===== src/rtl/pcu_pkg.sv =====
package pcu_pkg;

  typedef enum logic [1:0] {
    BR_SEQ  = 2'd0,
    BR_REL  = 2'd1,
    BR_PAGE = 2'd2,
    BR_LONG = 2'd3
  } br_kind_e;

endpackage


===== src/rtl/pcu_seq_adder.sv =====
module pcu_seq_adder #(
  parameter int PC_W  = 16,
  parameter int LEN_W = 2
) (
  input  logic [PC_W-1:0]  base_pc,
  input  logic [LEN_W-1:0] len,
  output logic [PC_W-1:0]  adv_pc
);
  localparam int PAD_W = PC_W - LEN_W;

  // modulo 2^PC_W by truncation of the sum
  always_comb begin
    adv_pc = base_pc + {{PAD_W{1'b0}}, len};
  end

endmodule


===== src/rtl/pcu_rel_target.sv =====
module pcu_rel_target #(
  parameter int PC_W    = 16,
  parameter int BYTE_W  = 8,
  parameter int LEN_W   = 2,
  parameter int FAR_LEN = 3
) (
  input  logic [PC_W-1:0]   adv_pc,
  input  logic [LEN_W-1:0]  len,
  input  logic [BYTE_W-1:0] op_b1,
  input  logic [BYTE_W-1:0] op_b2,
  output logic [PC_W-1:0]   rel_pc
);
  localparam int EXT_W = PC_W - BYTE_W;

  logic [BYTE_W-1:0] disp;
  logic [PC_W-1:0]   disp_ext;

  // the displacement is always the last operand byte of the instruction
  always_comb begin
    disp     = (len == LEN_W'(FAR_LEN)) ? op_b2 : op_b1;
    disp_ext = {{EXT_W{disp[BYTE_W-1]}}, disp};
    rel_pc   = adv_pc + disp_ext;
  end

endmodule


===== src/rtl/pcu_page_target.sv =====
module pcu_page_target #(
  parameter int PC_W   = 16,
  parameter int BYTE_W = 8,
  parameter int PAGE_W = 11
) (
  input  logic [PC_W-1:0]   adv_pc,
  input  logic [BYTE_W-1:0] opcode,
  input  logic [BYTE_W-1:0] op_b1,
  output logic [PC_W-1:0]   page_pc
);
  localparam int OPC_BITS = PAGE_W - BYTE_W;

  logic [PAGE_W-1:0] in_page;

  always_comb begin
    in_page = {opcode[BYTE_W-1 -: OPC_BITS], op_b1};
    page_pc = {adv_pc[PC_W-1:PAGE_W], in_page};
  end

endmodule


===== src/rtl/pc_branch_unit.sv =====
module pc_branch_unit
  import pcu_pkg::*;
#(
  parameter int PC_W    = 16,
  parameter int BYTE_W  = 8,
  parameter int LEN_W   = 2,
  parameter int PAGE_W  = 11,
  parameter int FAR_LEN = 3
) (
  input  logic              clk,
  input  logic              rst_n,
  input  logic              step_en,
  input  logic [PC_W-1:0]   cur_pc,
  input  logic [LEN_W-1:0]  instr_len,
  input  logic [1:0]        br_kind,
  input  logic              taken,
  input  logic [BYTE_W-1:0] opcode,
  input  logic [BYTE_W-1:0] op_b1,
  input  logic [BYTE_W-1:0] op_b2,
  output logic [PC_W-1:0]   next_pc,
  output logic [PC_W-1:0]   link_addr
);
  localparam int DEST_W = 2 * BYTE_W;

  br_kind_e          kind;
  logic [PC_W-1:0]   adv_pc;
  logic [PC_W-1:0]   rel_pc;
  logic [PC_W-1:0]   page_pc;
  logic [PC_W-1:0]   long_pc;
  logic [DEST_W-1:0] long_raw;
  logic [PC_W-1:0]   pc_d;
  logic [PC_W-1:0]   link_d;

  assign kind     = br_kind_e'(br_kind);
  assign long_raw = {op_b1, op_b2};

  pcu_seq_adder #(
    .PC_W  (PC_W),
    .LEN_W (LEN_W)
  ) u_seq (
    .base_pc (cur_pc),
    .len     (instr_len),
    .adv_pc  (adv_pc)
  );

  pcu_rel_target #(
    .PC_W    (PC_W),
    .BYTE_W  (BYTE_W),
    .LEN_W   (LEN_W),
    .FAR_LEN (FAR_LEN)
  ) u_rel (
    .adv_pc (adv_pc),
    .len    (instr_len),
    .op_b1  (op_b1),
    .op_b2  (op_b2),
    .rel_pc (rel_pc)
  );

  pcu_page_target #(
    .PC_W   (PC_W),
    .BYTE_W (BYTE_W),
    .PAGE_W (PAGE_W)
  ) u_page (
    .adv_pc  (adv_pc),
    .opcode  (opcode),
    .op_b1   (op_b1),
    .page_pc (page_pc)
  );

  // long destination fitted to the program counter width
  generate
    if (PC_W == DEST_W) begin : g_long_exact
      assign long_pc = long_raw;
    end else if (PC_W > DEST_W) begin : g_long_pad
      assign long_pc = {{(PC_W-DEST_W){1'b0}}, long_raw};
    end else begin : g_long_trim
      assign long_pc = long_raw[PC_W-1:0];
    end
  endgenerate

  // next-state selection
  always_comb begin
    link_d = adv_pc;
    unique case (kind)
      BR_SEQ:  pc_d = adv_pc;
      BR_REL:  pc_d = taken ? rel_pc : adv_pc;
      BR_PAGE: pc_d = page_pc;
      BR_LONG: pc_d = long_pc;
      default: pc_d = adv_pc;
    endcase
  end

  // state registers with explicit clock enable
  always_ff @(posedge clk or negedge rst_n) begin
    if (!rst_n) begin
      next_pc   <= '0;
      link_addr <= '0;
    end else if (step_en) begin
      next_pc   <= pc_d;
      link_addr <= link_d;
    end
  end

  // outputs frozen while the enable is low
  a_r10_hold_when_idle: assert property (@(posedge clk) disable iff (!rst_n)
    !step_en |=> ($stable(next_pc) && $stable(link_addr)));

  // return address is the instruction following the current one
  a_r3_link_follows: assert property (@(posedge clk) disable iff (!rst_n)
    step_en |=> (link_addr == PC_W'($past(cur_pc) + PC_W'($past(instr_len)))));

  // sequential step lands on the return address
  a_r2_seq_matches_link: assert property (@(posedge clk) disable iff (!rst_n)
    (step_en && kind == BR_SEQ) |=> (next_pc == link_addr));

  // a relative branch that is not taken falls through
  a_r5_untaken_falls_through: assert property (@(posedge clk) disable iff (!rst_n)
    (step_en && kind == BR_REL && !taken) |=> (next_pc == link_addr));

  // page jump keeps the upper bits of the advanced address
  a_r6_page_upper_kept: assert property (@(posedge clk) disable iff (!rst_n)
    (step_en && kind == BR_PAGE) |=> (next_pc[PC_W-1:PAGE_W] == link_addr[PC_W-1:PAGE_W]));

endmodule


===== config.mk =====
export PLATFORM = sky130hd
export DESIGN_NAME = pc_branch_unit
export DESIGN_NICKNAME = d
export VERILOG_FILES = /design/src/rtl/pcu_pkg.sv /design/src/rtl/pcu_seq_adder.sv /design/src/rtl/pcu_rel_target.sv /design/src/rtl/pcu_page_target.sv /design/src/rtl/pc_branch_unit.sv
export SDC_FILE = /design/constraint.sdc
export NUM_CORES = 1
export LEC_CHECK = 0
export BUFFER_PORTS_ARGS = -buffer_cell sky130_fd_sc_hd__buf_2
export CAP_MARGIN = 20
export CORE_UTILIZATION = 45
export DETAILED_ROUTE_END_ITERATION = 16
export PLACE_DENSITY_LB_ADDON = 0.25
export SETUP_SLACK_MARGIN = 0.3
export SYNTH_ARGS = -nofsm -noshare
export SYNTH_HDL_FRONTEND = slang
export SYNTH_SLANG_ARGS = --single-unit

===== constraint.sdc =====
create_clock -name clk -period 1 [get_ports clk]
set_input_delay 0.15 -clock clk [delete_from_list [all_inputs] [get_ports clk]]
set_output_delay 0.15 -clock clk [all_outputs]
set_load 0.05 [all_outputs]

==> impl_metrics.toml, run 1 <==
[outcome]
status = "finished, violations left"
violations = "negative setup slack"

[timing]
finalCriticalPeriod_ns = 2.88
slew_violations = 0
finalSetupTns_ns = -32.33
setup_ws_ns = -1.88
worstMarginPinSlew_ns = 0.506
hold_viol_final = 0
fmaxAchievable_ghz = 0.347
rsz0062_at_grt = "yes"
post-route-period-util_pct = 288
worst_hold_slack_ns = 0.268
clock-skew-final_ns = 0
finalSetupViolations = 58
max-slew-margin-rel_pct = 66.3

[synthesis]
synth_area_leaders = "dfrtp_1, ha_1, a21oi_1"
ys_ff_latch = 32
yosys.area_share.simple_pct = 16.5
synth_top_flop_cell = "dfrtp_1"
async_flop_share_pct = 100
synthXorXnorAreaFrac_pct = 9.27
synth_warnings = 0
synth_top_area_share_pct = 27.6
synthAdderAreaFrac_pct = 8.71
yosys.cell_types.count = 64
muxShareOfSynthArea_pct = 9.10
synth_top_area_cell = "dfrtp_1"
synth_top_family_by_area = "compound AO/OA/AOI/OAI gates"
syn_area_sq_mm = 0.00290
postSynthCellCount = 331
synth-compound-area-share_pct = 23.0
syn_nets = 398
synth.avg_cell_area_sq_um = 8.77
synth-edff-count = 0
yosysSeqAreaShare_pct = 27.6

[drt]
num_vias = 3696
drt_iter0_drc = 366
wirelength_microns = 13500
wl_per_cell_microns = 22.1
drtAntennaViolNets = 0
vias_per_cell = 6.05
drtPass1Iterations = 5
drcViolationCount = 0

[worst_setup_path]
end_kind = "register"
path_max_fanout = 3
crit_arrival_ns = 3.05
critical_path_class = "in2reg"
cp_data_required_time_ns = 1.16
crit_path_start_kind = "input port"
crit_path_top_delay_cell = "fa_2"
critPathMaxStageDelay_ns = 0.40
crit_chain = "buf_8 > ha_4 > inv_2 > fa_2 > nor2b_4 > nand2_2 > xor2_2 > inv_2 > ha_4 > o2111ai_2 > nand3b_1 > a31oi_2 > xnor2_1 > or3_1 > a31oi_1 > a21oi_1"

[cells_and_area]
multi_input_area_sq_mm = 0.00261
final_nets = 602
diodes = 0
final_cells = 611
fillers = 256
areaGrowthSynthToFinish_pct = 87.8
drive_above_1_share_pct = 67.7
final-seq-area_sq_um = 840

[cts]
clk_latency_ns = 0.29
cts_tree = "built"
cts-root-buf = "clkbuf_8"
clockBufferDepth = 2
h-tree-depth = 2
cts_buffers = 5
path_clk_slew_ns = 0.07
cts_sinks = 32

[job]
drv_cap = 0

[power_and_ir_drop]
p_per_area_mw_per_mm2 = 1260
vdd_drop_max_uv = 1280
p_leak_uw = 0.00243

[placed_design]
dp.cells = 568
hpwl_microns = 7760
io_buffers = 74
gp_congestion = 0.991

[global_route]
antenna_found_initial = 0
overflow = 0
grt_max_degree = 28
grt_pass1_vias = 3582
grt_pass1_wl_microns = 17800
grt_usage_pct = 35.9

[floorplan]
core_sq_mm = 0.00606
die_h_microns = 82.3
die_area_sq_mm = 0.00677
io_pins = 80
start_util_pct = 47.9
die_width_microns = 82.3
fp-row-count = 28

[worst_hold_path]
hp-class = "in2async"
-- worst max-delay path, delay by kind of cell --
| family | cells | cell delay, ns |
|---|---|---|
| AOI/OAI and AO/OA | 4 | 0.68 |
| xor gates and xnor gates | 2 | 0.36 |
| adders and majority gates | 3 | 0.77 |
| buffers and inverters | 3 | 0.22 |
| and+or+nand+nor | 4 | 0.85 |
-- layer usage --
layer	global-route usage (%)	wire, microns
met4	18.1	891
met1	42.0	5000
met2	61.9	6720
met3	7.47	875
met5	0	0
-- cell usage after synthesis, drive strengths merged (2+ instances only) --
cell type  instances
and3               3
a41oi              2
a21oi             33
fa                 2
nand4              4
a211oi             6
buf                2
nor2b              3
dfrtp             32
inv               20
and4               2
and2               3
a31oi             11
nand3              3
xnor3              3
clkbuf            12
xnor2             11
and3b              2
a221oi             2
a21boi             2
o31ai              3
nor2              39
nand2             23
o211ai             5
xor2              12
o21a               4
or3                2
nand2b             3
mux2i              9
nor3               5
mux2              14
o21ai             14
ha                17
o2111ai            4
a21o               5
-- power by group --
| group | switching (uW) | internal (uW) |
|---|---|---|
| Combinational | 2160 | 1810 |
| Clock | 507 | 739 |
| Sequential | 150 | 1490 |
| Total | 2820 | 4040 |
-- cell families after synthesis --
group,Yosys count
AOI/OAI and AO/OA,100
adders and majority gates,19
DFF,32
xor gates and xnor gates,26
and+or+nand+nor,97
muxes,23
buffers and inverters,34
-- through the flow --
| step | total power (uW) | area (sq um) | util [%] | setup WS, ns |
|---|---|---|---|---|
| after global placement | 4360 | 4250 | 70.1 | -2.03 |
| final | 6860 | 5450 | 89.9 | -1.88 |
| after floorplan | 3380 | 3110 | - | -1.67 |
| after CTS | 6340 | 5160 | 85.1 | -1.64 |
| after detailed placement | 4420 | 4250 | 70.1 | -2.12 |
| after global routing | 7100 | 5450 | 89.9 | -1.94 |
-- area by class of cell --
type                    count  area share, %
well taps                  75           1.72
clock inverters             2          0.643
repair buffers            211           31.6
multi-input cells         265           47.9
flip-flops and latches     32           15.4
clock buffers               6           1.33
inverters                  20           1.38
-- what timing repair did --
item	4_1_cts	5_1_grt
pin swaps	49	24
endpoints found under the hold margin	32	0
setup endpoints to repair	64	90
cloned	0	1
buffers inserted	29	4
hold buffers	1	0
gates resized for setup	130	49
-- flip-flops by register name, indices dropped and copies added, names as in the netlist --
register / cells
link_addr: 16
next_pc: 16
-- final timing paths --
check	cells past startpoint	startpoint	to	slack, ns
setup / recovery	16	instr_len[0]	next_pc[7]$_DFFE_PN0P_	-1.88
hold / removal	2	rst_n	next_pc[0]$_DFFE_PN0P_	0.27
setup reg to reg	3	next_pc[15]$_DFFE_PN0P_	next_pc[15]$_DFFE_PN0P_	0
hold reg to reg	2	next_pc[9]$_DFFE_PN0P_	next_pc[9]$_DFFE_PN0P_	0.53
max in group asynchronous	3	rst_n	link_addr[5]$_DFFE_PN0P_	0.39
min in group clk	4	opcode[5]	next_pc[8]$_DFFE_PN0P_	0.32
-- cells in the final DEF, fill, tap and decap left out, types with 5 or more instances in the layout --
cell / netlist / layout
inv_1: 20 / 16
mux2i_1: 7 / 7
xor2_1: 12 / 5
a21oi_1: 32 / 12
nor2_1: 39 / 33
buf_4: 0 / 122
dfrtp_2: 0 / 31
a21oi_2: 1 / 16
o21ai_0: 12 / 9
a21oi_4: 0 / 5
buf_2: 2 / 37
o211ai_1: 5 / 5
buf_6: 0 / 44
xnor2_1: 11 / 5
nand2_1: 22 / 20
mux2_2: 14 / 11
xor2_2: 0 / 6
clkbuf_8: 4 / 5
ha_1: 17 / 5
ha_4: 0 / 12
a31oi_1: 10 / 7
Note: power is estimated with default switching activity, not from simulation.
==> inputs of run 2 (changes only) <==
==> constraint.sdc (replaced) <==
create_clock -name clk -period 1 [get_ports clk]
set_input_delay 0.2 -clock clk [delete_from_list [all_inputs] [get_ports clk]]
set_output_delay 0.2 -clock clk [all_outputs]
set_load 0.05 [all_outputs]
==> run 2 against run 1 <==
  * The run ends with negative hold slack, negative setup slack left
  * Critical path depth increased by 2
  * Non-clock buffer count rose by 9
  * First-iteration DRC count rose by 24%
  * Sequential share of layout area is 0.40 points lower
  * Clock skew is the same
  * Critical path type unchanged
  * Largest cell class unchanged
  * Largest power group unchanged
  * Highest routed layer unchanged
==> impl_metrics.toml, run 2 (synthesis gave the netlist of run 1 again) <==
[outcome]
status = "finished, violations left"
violations = "negative hold slack, negative setup slack"

[floorplan]
die_width_microns = 82.3
fp-row-count = 28
core_sq_mm = 0.00606
die_h_microns = 82.3
die_area_sq_mm = 0.00677
start_util_pct = 47.9
io_pins = 80

[power_and_ir_drop]
pwr-share-seq_pct = 23.2
vdd_drop_max_uv = 1050
p_leak_uw = 0.00252
comb_power_share_pct = 60.8
switching_share_pct = 41.8
internal_power_uw = 4110
p_sw_uw = 2950
clkPwrFrac_pct = 16.1
p_per_area_mw_per_mm2 = 1260

[timing]
finalSetupTns_ns = -35.89
worst_hold_slack_ns = -0.224
finalCriticalPeriod_ns = 2.97
slew_violations = 0
max-slew-margin-rel_pct = 55.5
finalSetupViolations = 63
post-route-period-util_pct = 297
clock-skew-final_ns = 0
fmaxAchievable_ghz = 0.337
rsz0062_at_grt = "yes"
setup_ws_ns = -1.97
worstMarginPinSlew_ns = 0.663
hold_viol_final = 9

[cts]
cts_buffers = 5
clockBufferDepth = 2
clk_latency_ns = 0.28
cts-root-buf = "clkbuf_8"
path_clk_slew_ns = 0.08
h-tree-depth = 2
cts_sinks = 32
cts_tree = "built"

[cells_and_area]
final-seq-area_sq_um = 840
areaGrowthSynthToFinish_pct = 92.9
diodes = 0
fillers = 234
drive_above_1_share_pct = 69.2
layout_commonest_cell = "buf_4"
utilization_pct = 92.3
reg_top3 = "link_addr: 16 flops, next_pc: 16 flops"
final_nets = 611
final_cell_mix = "buf_4, buf_6, buf_2, nor2_1, dfrtp_2"
multi_input_area_sq_mm = 0.00265

[placed_design]
hpwl_microns = 7690
io_buffers = 74
place_ws_ns = -2.17
gp_congestion = 0.982

[worst_setup_path]
critical_path_class = "in2reg"
cp_data_required_time_ns = 1.15
path_max_fanout = 3
end_kind = "register"
crit_path_start_kind = "input port"
crit_arrival_ns = 3.11

[drt]
wl_per_cell_microns = 23.8
vias_per_cell = 6.34
drtAntennaViolNets = 0
wirelength_microns = 14800
drcViolationCount = 0
num_vias = 3933
drtPass1Iterations = 6
drt_iter0_drc = 454

[global_route]
grt_max_degree = 27
grt_pass1_wl_microns = 18500
overflow = 0
grt_pass1_vias = 3697
grt_usage_pct = 37.3
antenna_found_initial = 0

[job]
drv_cap = 0

[worst_hold_path]
hp-class = "in2async"
[run 2: cell types whose count changed in the layout (fill, tap and decap cells not counted), moves of 2 or more]
| cell | before | now |
|---|---|---|
| buf_6 | 44 | 57 |
| xnor2_2 | 4 | 8 |
| xnor2_1 | 5 | 2 |
| a21boi_2 | 2 | 0 |
| buf_2 | 37 | 35 |
| buf_8 | 3 | 5 |
| clkbuf_8 | 5 | 7 |
| mux2_2 | 11 | 9 |
| mux2_4 | 3 | 5 |
[run 2: worst paths after layout]
path	startpoint	to	slack (ns)	depth (start not counted)
max	instr_len[0]	next_pc[9]$_DFFE_PN0P_	-1.97	18
max in group asynchronous	rst_n	link_addr[8]$_DFFE_PN0P_	0.79	2
min in group clk	step_en	link_addr[15]$_DFFE_PN0P_	0.38	3
max reg2reg	next_pc[15]$_DFFE_PN0P_	next_pc[15]$_DFFE_PN0P_	-0.10	5
min	rst_n	link_addr[1]$_DFFE_PN0P_	-0.22	1
min reg2reg	link_addr[11]$_DFFE_PN0P_	link_addr[11]$_DFFE_PN0P_	0.52	2
[run 2: what timing repair did]
action / 4_1_cts / 5_1_grt
endpoints found under the hold margin: 9 / 9
setup buffers: 25 / 19
gates resized for setup: 149 / 53
pin swaps: 49 / 36
setup endpoints to repair: 64 / 64
[run 2: layout make-up]
| type | instances | share of cell area (%) |
|---|---|---|
| tap | 75 | 1.68 |
| clock buffer | 8 | 1.79 |
| inverter | 20 | 1.39 |
| multi-input combinational | 265 | 47.3 |
| sequential | 32 | 15.0 |
| timing repair buffer | 220 | 32.9 |
[run 2: through the flow]
stage,cells,cell area [sq um],power [uW]
floorplan,331,3110,3380
global placement,568,4250,4360
detailed placement,568,4250,4420
CTS,601,5190,6310
global route,620,5600,7270
finish,620,5600,7060
[run 2: power by group through the flow]
stage               clock network, uW  logic [uW]  registers (uW)
global route                     1180        4450            1650
finish                           1140        4290            1640
floorplan                           0        1200            2190
global placement                    0        2770            1590
detailed placement                  0        2820            1600
CTS                              1120        3570            1620
[run 2: metal layers]
metal / routed length [microns] / GRT usage (%)
met1: 5190 / 41.8
met2: 7350 / 70.0
met5: 0 / 0
met4: 1010 / 14.4
met3: 1230 / 5.71
[run 2: worst max-delay path, cell delays in order]
cell and delay (ns):
buf_8 0.08, ha_4 0.14, inv_2 0.04, fa_2 0.42, nor2b_4 0.14, nand2_1 0.10, xor2_2 0.23, inv_2 0.12
ha_4 0.25, o2111ai_2 0.17, nand3b_1 0.18, a31oi_4 0.22, buf_4 0.14, buf_4 0.09, nor2_2 0.03, xor2_1 0.15
a211oi_2 0.30, o31ai_1 0.11
